File: config.mk
export PLATFORM = sky130hd
export DESIGN_NAME = noa_sched_programmer
export DESIGN_NICKNAME = d
export VERILOG_FILES = /design/src/rtl/noa_pkg.sv /design/src/rtl/noa_advance.sv /design/src/rtl/noa_flags.sv /design/src/rtl/noa_sched_programmer.sv
export SDC_FILE = /design/constraint.sdc
export NUM_CORES = 1
export LEC_CHECK = 0
export BUFFER_PORTS_ARGS = -buffer_cell sky130_fd_sc_hd__buf_2
export CORE_ASPECT_RATIO = 0.6
export CORE_MARGIN = 4
export CORE_UTILIZATION = 30
export CTS_BUF_LIST = sky130_fd_sc_hd__clkbuf_16
export DETAILED_ROUTE_END_ITERATION = 6
export PLACE_DENSITY = 0.56
export SYNTH_ARGS = -nofsm -noshare
export SYNTH_HDL_FRONTEND = slang
export SYNTH_SLANG_ARGS = --single-unit
File: constraint.sdc
create_clock -name clk -period 5.4 [get_ports clk]
set_clock_uncertainty 0.1 [all_clocks]
set_input_delay 0.54 -clock clk [delete_from_list [all_inputs] [get_ports clk]]
set_output_delay 0.54 -clock clk [all_outputs]
set_load 0.05 [all_outputs]
File: src/rtl/noa_pkg.sv
package noa_pkg;
  typedef enum logic [1:0] {
    OP_DISABLE   = 2'd0,
    OP_ENABLE    = 2'd1,
    OP_SCAN      = 2'd2,
    OP_SCAN_DONE = 2'd3
  } noa_op_e;

  typedef enum logic [2:0] {
    S_IDLE, S_SEL, S_DUR, S_INT, S_START, S_CNT, S_RST
  } seq_st_e;
endpackage

File: src/rtl/noa_advance.sv
module noa_advance #(
  parameter int TW        = 32,
  parameter int CW        = 8,
  parameter int GUARD     = 51200,
  parameter int MAX_STEPS = 256
) (
  input  logic          clk,
  input  logic          rst_n,
  input  logic          kick,
  input  logic [TW-1:0] tsf,
  input  logic [TW-1:0] intv,
  input  logic [TW-1:0] st_in,
  input  logic [CW-1:0] cnt_in,
  output logic          busy,
  output logic [TW-1:0] res_st,
  output logic [CW-1:0] res_cnt,
  output logic          abort_p
);
  localparam int SW = $clog2(MAX_STEPS + 1);

  logic          run;
  logic [TW-1:0] cur, iv;
  logic [CW-1:0] cnt;
  logic [TW:0]   limit;
  logic [SW-1:0] steps;

  always_ff @(posedge clk or negedge rst_n) begin
    if (!rst_n) begin
      run     <= 1'b0;
      cur     <= '0;
      iv      <= '0;
      cnt     <= '0;
      limit   <= '0;
      steps   <= '0;
      abort_p <= 1'b0;
    end else begin
      abort_p <= 1'b0;
      if (kick) begin
        cur   <= st_in;
        cnt   <= cnt_in;
        iv    <= intv;
        limit <= {1'b0, tsf} + (TW+1)'(GUARD);
        steps <= '0;
        run   <= (cnt_in != CW'(1));
      end else if (run) begin
        if ({1'b0, cur} > limit) begin
          run <= 1'b0;
        end else if (iv == '0 || steps == SW'(MAX_STEPS)) begin
          run     <= 1'b0;
          abort_p <= 1'b1;
        end else begin
          cur   <= cur + iv;
          steps <= steps + SW'(1);
          if (cnt != '1) cnt <= cnt - CW'(1);
        end
      end
    end
  end

  assign busy    = run;
  assign res_st  = cur;
  assign res_cnt = cnt;
endmodule

File: src/rtl/noa_flags.sv
module noa_flags import noa_pkg::*; #(
  parameter int NDESC = 2,
  parameter int NW    = 2
) (
  input  logic             clk,
  input  logic             rst_n,
  input  logic             acc,
  input  noa_op_e          op,
  input  logic [NW-1:0]    num,
  input  logic             opp,
  input  logic             go,
  output logic             offload,
  output logic             role,
  output logic             disc,
  output logic [NDESC-1:0] d_en
);
  logic arm;
  assign arm = acc && op == OP_ENABLE && (opp || num != '0);

  always_ff @(posedge clk or negedge rst_n) begin
    if (!rst_n) begin
      offload <= 1'b0;
      role    <= 1'b0;
      disc    <= 1'b0;
    end else if (acc) begin
      if (op == OP_DISABLE) begin
        offload <= 1'b0;
        role    <= 1'b0;
        disc    <= 1'b0;
      end else if (op == OP_SCAN) begin
        disc <= 1'b1;
      end else if (op == OP_SCAN_DONE) begin
        disc <= 1'b0;
      end else if (arm) begin
        offload <= 1'b1;
        role    <= go;
        disc    <= 1'b0;
      end
    end
  end

  for (genvar i = 0; i < NDESC; i++) begin : g_den
    always_ff @(posedge clk or negedge rst_n) begin
      if (!rst_n) d_en[i] <= 1'b0;
      else if (acc && op == OP_DISABLE) d_en[i] <= 1'b0;
      else if (acc && op == OP_ENABLE && num > NW'(i)) d_en[i] <= 1'b1;
    end
  end
endmodule

File: src/rtl/noa_sched_programmer.sv
module noa_sched_programmer import noa_pkg::*; #(
  parameter int          NDESC     = 2,
  parameter int          TW        = 32,
  parameter int          CW        = 8,
  parameter int          ADDR_W    = 16,
  parameter int          GUARD     = 51200,
  parameter int          MAX_STEPS = 256,
  parameter logic [15:0] SEL_ADDR  = 16'h05CF,
  parameter logic [15:0] DESC_BASE = 16'h05E0,
  parameter logic [15:0] RST_ADDR  = 16'h0553
) (
  input  logic                     clk,
  input  logic                     rst_n,
  input  logic                     cmd_valid,
  output logic                     cmd_ready,
  input  logic [1:0]               cmd_op,
  input  logic [$clog2(NDESC+1)-1:0] cmd_num,
  input  logic                     cmd_opp,
  input  logic                     cmd_go,
  input  logic [NDESC-1:0][TW-1:0] cmd_dur,
  input  logic [NDESC-1:0][TW-1:0] cmd_intv,
  input  logic [NDESC-1:0][TW-1:0] cmd_start,
  input  logic [NDESC-1:0][CW-1:0] cmd_cnt,
  input  logic [TW-1:0]            tsf,
  output logic                     wr_valid,
  input  logic                     wr_ready,
  output logic [ADDR_W-1:0]        wr_addr,
  output logic [TW-1:0]            wr_data,
  output logic                     fl_offload,
  output logic                     fl_role,
  output logic                     fl_disc,
  output logic [NDESC-1:0]         fl_desc_en,
  output logic                     err
);
  localparam int NW = $clog2(NDESC + 1);
  localparam int IW = (NDESC > 1) ? $clog2(NDESC) : 1;

  seq_st_e                  st;
  logic [IW-1:0]            idx;
  logic [NW-1:0]            num_q, num_eff;
  logic                     kick, acc, fire, enable_cmd;
  logic [NDESC-1:0][TW-1:0] dur_q, intv_q, start_q;
  logic [NDESC-1:0][CW-1:0] cnt_q;
  logic                     adv_busy, adv_abort;
  logic [TW-1:0]            adv_st;
  logic [CW-1:0]            adv_cnt;

  assign num_eff    = (cmd_num > NW'(NDESC)) ? NW'(NDESC) : cmd_num;
  assign cmd_ready  = (st == S_IDLE);
  assign acc        = cmd_valid && cmd_ready;
  assign fire       = wr_valid && wr_ready;
  assign enable_cmd = acc && noa_op_e'(cmd_op) == OP_ENABLE;

  noa_advance #(.TW(TW), .CW(CW), .GUARD(GUARD), .MAX_STEPS(MAX_STEPS)) u_adv (
    .clk(clk), .rst_n(rst_n), .kick(kick), .tsf(tsf),
    .intv(intv_q[idx]), .st_in(start_q[idx]), .cnt_in(cnt_q[idx]),
    .busy(adv_busy), .res_st(adv_st), .res_cnt(adv_cnt), .abort_p(adv_abort)
  );

  noa_flags #(.NDESC(NDESC), .NW(NW)) u_flags (
    .clk(clk), .rst_n(rst_n), .acc(acc), .op(noa_op_e'(cmd_op)),
    .num(num_eff), .opp(cmd_opp), .go(cmd_go),
    .offload(fl_offload), .role(fl_role), .disc(fl_disc), .d_en(fl_desc_en)
  );

  always_ff @(posedge clk or negedge rst_n) begin
    if (!rst_n) begin
      st      <= S_IDLE;
      idx     <= '0;
      num_q   <= '0;
      kick    <= 1'b0;
      dur_q   <= '0;
      intv_q  <= '0;
      start_q <= '0;
      cnt_q   <= '0;
    end else begin
      kick <= 1'b0;
      unique case (st)
        S_IDLE: if (enable_cmd) begin
          dur_q   <= cmd_dur;
          intv_q  <= cmd_intv;
          start_q <= cmd_start;
          cnt_q   <= cmd_cnt;
          num_q   <= num_eff;
          idx     <= '0;
          if (num_eff != '0) begin
            st   <= S_SEL;
            kick <= 1'b1;
          end else if (cmd_opp) begin
            st <= S_RST;
          end
        end
        S_SEL:   if (fire) st <= S_DUR;
        S_DUR:   if (fire) st <= S_INT;
        S_INT:   if (fire) st <= S_START;
        S_START: if (fire) st <= S_CNT;
        S_CNT: if (fire) begin
          if (NW'(idx) + NW'(1) < num_q) begin
            idx  <= idx + IW'(1);
            st   <= S_SEL;
            kick <= 1'b1;
          end else begin
            st <= S_RST;
          end
        end
        S_RST:   if (fire) st <= S_IDLE;
        default: st <= S_IDLE;
      endcase
    end
  end

  always_ff @(posedge clk or negedge rst_n) begin
    if (!rst_n)         err <= 1'b0;
    else if (acc)       err <= 1'b0;
    else if (adv_abort) err <= 1'b1;
  end

  always_comb begin
    wr_valid = 1'b0;
    wr_addr  = '0;
    wr_data  = '0;
    unique case (st)
      S_SEL: begin
        wr_valid = 1'b1;
        wr_addr  = ADDR_W'(SEL_ADDR);
        wr_data  = TW'(idx) << 4;
      end
      S_DUR: begin
        wr_valid = 1'b1;
        wr_addr  = ADDR_W'(DESC_BASE);
        wr_data  = dur_q[idx];
      end
      S_INT: begin
        wr_valid = 1'b1;
        wr_addr  = ADDR_W'(DESC_BASE + 16'd4);
        wr_data  = intv_q[idx];
      end
      S_START: begin
        wr_valid = !adv_busy;
        wr_addr  = ADDR_W'(DESC_BASE + 16'd8);
        wr_data  = adv_st;
      end
      S_CNT: begin
        wr_valid = !adv_busy;
        wr_addr  = ADDR_W'(DESC_BASE + 16'd12);
        wr_data  = TW'(adv_cnt);
      end
      S_RST: begin
        wr_valid = 1'b1;
        wr_addr  = ADDR_W'(RST_ADDR);
        wr_data  = TW'(16);
      end
      default: ;
    endcase
  end
endmodule

==> results.md <==
- The flow ran to the end, and the final reports show no timing, DRC or antenna violations.
- The fraction of met3 tracks used by global routing is 0.0551.
- The element type at the critical path end is an output port.
- The transition time at the pin with the least slew margin is around 1200 ps.
- The number of inserted filler cells in the final layout is 6169.
- The buffer depth of the longest clock path is 3.
- The number of global-route vias before repair is 15600.
- In the post-synthesis netlist, the biggest area contributors are sky130_fd_sc_hd__dfrtp_1, sky130_fd_sc_hd__nand2_1, sky130_fd_sc_hd__ha_1, sky130_fd_sc_hd__mux2i_1, sky130_fd_sc_hd__a21oi_1.
- The design internal power is 7.09 mW.
- The chip height is slightly below 200 um.
- For this run, global-route usage on met1 was measured as 0.284.
- The routed design has between 60000 and 70000 um of wire.
- After synthesis, the netlist uses between 70 and 80 different library cells.
- The share of total power dissipated in sequential elements is 0.341.
- The power per standard cell area is between 600 and 700 nW/um^2.
- The footprint of the multi-input gates is 8750 um^2.
- Once detail routing completed, the nets flagged for antenna violations numbered 0.
- The clock drives 337 sinks.
- The ratio of cells with drive above 1 in the final layout is 0.170.
- The HPWL after detailed placement is ~48000 um.
- The maximum fanout encountered on the critical timing path is 30.
- The switching power share of the total is 0.462.
- After layout, the minimum clock period comes to 3670 ps.
- In the routed design, unresolved DRC markers number 0.
- Headroom to the max-slew limit came out at 0.212.
- Setup repair after global routing left no endpoint under its margin.
- The clock network power share is 0.194.
- Counting flops with an async set or reset pin after synthesis yields a share of 1.00.
- The via-per-instance ratio is 4.99.
- The floorplan row count is 69.
- The first detailed-routing pass took 5 iterations.
- The first global-routing pass estimated 95300 um of wire.
- The area added between synthesis and finish is 18.9%.
- The gate count after technology mapping is 2094.
- The number of enable flip-flop cells after synthesis is 0.
- The most common cell in the synthesized netlist is sky130_fd_sc_hd__nand2_1.
- In this run the power spent charging and discharging nets is 6.08 mW.
- The later pin in the worst-skew pair is clocked with a latency of 550 ps.
- The synthesized design spends more area on one cell type than any other, namely sky130_fd_sc_hd__dfrtp_1.
- In this run the horizontal extent of the chip is 323 um.
- Global routing finished with a remaining overflow of 0.
- The proportion of power drawn by combinational gates is 0.465.
- The setup TNS is 0 ps.
- The final weighted congestion in routability-driven placement is 0.925.
- A synthesized cell averages 8.54 um^2.
- After clock tree synthesis, the clock-pin slew on the worst setup and hold paths is 60 ps.
- The critical path in this run is classified as reg -> out.
- The largest net degree at the start of global routing is 183.
- The share of the Yosys chip area taken by registers is 0.471.
- The number of hold-slack violations in the final timing report was 0.
- The min-delay analysis places its worst path in the category in -> reg.
- Data on the critical path is required at its endpoint by 4760 ps.
- Dividing the final minimum period by the clock period gives 0.680.
- For the worst setup path, the data arrival time is 3030 ps.
- The max-capacitance violation count is 0.
- Yosys printed 0 warnings.
- STA classifies the critical path startpoint as a register.
- Once the clock tree was built, the setup fixing pass inserted 0 buffers.
- The global routing usage summed across all routing layers is 0.194.
- The final setup violation count is 0.
- The DRC marker count from the first detailed-route iteration is ~1400.
- The number of H-tree levels is 2.
- Counting instances in the post-synthesis netlist gives the leading cell types as sky130_fd_sc_hd__nand2_1, sky130_fd_sc_hd__dfrtp_1, sky130_fd_sc_hd__nor2_1.
- The cell area after layout is 21300 um^2.
- The number of pins with negative max-slew slack in the final report was 0.
- The met2 layer usage reported by global route is 0.288.
- The standby leakage power is about 11 nW.
- Of the post-synthesis cell area, the dominant cell type holds 0.471.
- The die footprint is 63700 um^2.
- The area occupied by registers is 8440 um^2.
- The detailed router placed ~16000 vias in this run.
- The area of the mapped netlist is 17900 um^2.
- The initial antenna violation count is 3.
- The per-cell routed wire length is 20.1 um.
- The number of buffers added on ports is 299.
- The most used flip-flop cell after synthesis is sky130_fd_sc_hd__dfrtp_1.
- The final layout contains approximately 2700 nets.
- The number of clock buffers inserted by TritonCTS is 37.
- The most used routing layer is met2.
- The root buffer cell is sky130_fd_sc_hd__clkbuf_16.
- IR analysis of the VDD net gives a maximum drop of 0.276 mV.
- The core region is slightly below 60000 um^2.
- The count of pins on the block boundary is around 310.
- The timing-limited maximum frequency is about 270 MHz.
- Summing all placed instances gives a cell area of 20100 um^2.
- For this configuration, the core starts out at a cell density of 0.303.
- The total of flip-flops plus latches after synthesis is 337.
- TritonCTS built the clock tree.
- The number of gates resized after CTS is 0.
==> state kept, by name (all words and copies together) (netlist names), 3 cells and up <==
| register | count |
|---|---|
| st | 3 |
| intv_q | 64 |
| u_adv.res_st | 32 |
| u_adv.iv | 32 |
| u_adv.res_cnt | 8 |
| u_adv.limit | 33 |
| cnt_q | 16 |
| u_adv.steps | 9 |
| start_q | 64 |
| dur_q | 64 |
==> per-stage QoR <==
stage,worst slack (ps),instances,hold slack (ps),total power [mW],utilization
2_1_floorplan,2200,2099,144,8.56,-
3_3_place_gp,2120,3076,354,10.5,0.340
3_5_place_dp,2110,3076,356,10.6,0.340
4_1_cts,1640,3143,54.7,13.2,0.360
5_1_grt,1540,3143,64.2,14.1,0.360
6_report,1730,3144,80.2,13.2,0.360
==> power groups by stage <==
stage	Sequential, mW	Clock, mW	Combinational (mW)
finish	4.50	2.55	6.12
global route	4.63	2.72	6.77
CTS	4.49	2.62	6.09
detailed placement	4.52	0	6.05
global placement	4.49	0	6.02
floorplan	4.12	0	4.44
==> per-layer routing <==
metal / up-vias / part of all wire / routed length [um]
met5: - / 0.00016 / 10
met4: 2 / 0.019 / 1180
met3: 88 / 0.082 / 5200
met2: 466 / 0.43 / 27000
met1: 7614 / 0.47 / 29900
li1: 7522 / - / -
==> kinds of logic (layout without fill, tap and decap cells) <==
logic type | count (synthesis) | count (layout) | synth area share
simple gates | 1019 | 1019 | 0.235
xor+xnor | 47 | 47 | 0.0230
mux | 93 | 93 | 0.0533
compound gates | 347 | 347 | 0.123
fa+ha+maj | 74 | 74 | 0.0522
other cells | 1 | 7 | 0.000210
flops | 337 | 337 | 0.471
buf+inv | 176 | 439 | 0.0418
==> cell usage in the layout (no fill, tap or decap), types with 4 or more instances in the layout <==
master and instances:
sky130_fd_sc_hd__nor3_1 17, sky130_fd_sc_hd__a21o_1 14, sky130_fd_sc_hd__o21ai_1 12, sky130_fd_sc_hd__and4_1 6, sky130_fd_sc_hd__nor2b_1 21, sky130_fd_sc_hd__dfrtp_1 335, sky130_fd_sc_hd__buf_12 5, sky130_fd_sc_hd__nand2b_1 6
sky130_fd_sc_hd__nand4_1 17, sky130_fd_sc_hd__o21ai_0 58, sky130_fd_sc_hd__ha_1 73, sky130_fd_sc_hd__mux2i_1 84, sky130_fd_sc_hd__buf_4 11, sky130_fd_sc_hd__inv_1 62, sky130_fd_sc_hd__nand2_1 752, sky130_fd_sc_hd__o21a_1 11
sky130_fd_sc_hd__and3_1 6, sky130_fd_sc_hd__conb_1 6, sky130_fd_sc_hd__o211ai_1 13, sky130_fd_sc_hd__nor4_1 12, sky130_fd_sc_hd__a31oi_1 21, sky130_fd_sc_hd__a22oi_1 6, sky130_fd_sc_hd__clkbuf_16 38, sky130_fd_sc_hd__buf_2 298
sky130_fd_sc_hd__xor2_1 21, sky130_fd_sc_hd__o31ai_1 4, sky130_fd_sc_hd__xnor2_1 26, sky130_fd_sc_hd__and2_1 4, sky130_fd_sc_hd__nor2_1 124, sky130_fd_sc_hd__clkinv_1 11, sky130_fd_sc_hd__a21oi_1 122, sky130_fd_sc_hd__o221ai_1 26
sky130_fd_sc_hd__or3_1 9, sky130_fd_sc_hd__nand3_1 19, sky130_fd_sc_hd__clkinv_2 5, sky130_fd_sc_hd__mux2_2 8, sky130_fd_sc_hd__a211oi_1 27
==> final timing paths <==
kind / startpoint / to / slack (ps) / cells after the start
max in group asynchronous: rst_n / dur_q[38] / 3410 / 3
hold reg to reg: start_q[59] / start_q[59] / 370 / 2
hold / removal: cmd_dur[16] / dur_q[16] / 80 / 3
setup reg to reg: u_adv.res_st[6] / u_adv.steps[5] / 2040 / 10
min in group asynchronous: rst_n / u_adv.limit[30] / 530 / 2
setup / recovery: st[0] / wr_data[2] / 1730 / 6
==> worst max-delay path: stages (launching register included) <==
cell and delay, ps:
sky130_fd_sc_hd__dfrtp_1 580, sky130_fd_sc_hd__nand2b_1 270, sky130_fd_sc_hd__or2_2 580, sky130_fd_sc_hd__nor2_1 380, sky130_fd_sc_hd__a21oi_1 80, sky130_fd_sc_hd__o211ai_1 200, sky130_fd_sc_hd__buf_2 350
==> area by class of cell <==
cell class / instances / area share
Timing Repair Buffer: 316 / 0.0799
Clock buffer: 38 / 0.0447
Tap cell: 781 / 0.0460
Antenna cell: 1 / 0.000118
Inverter: 57 / 0.0101
Multi-Input combinational cell: 1586 / 0.412
Clock inverter: 28 / 0.0107
Sequential cell: 337 / 0.397
==> repair_timing <==
action                                  in CTS  in global routing
hold buffers                                 1                  0
endpoints found under the setup margin       0                  0
hold endpoints to repair                    85                  0
(Power assumes the default switching activity.)
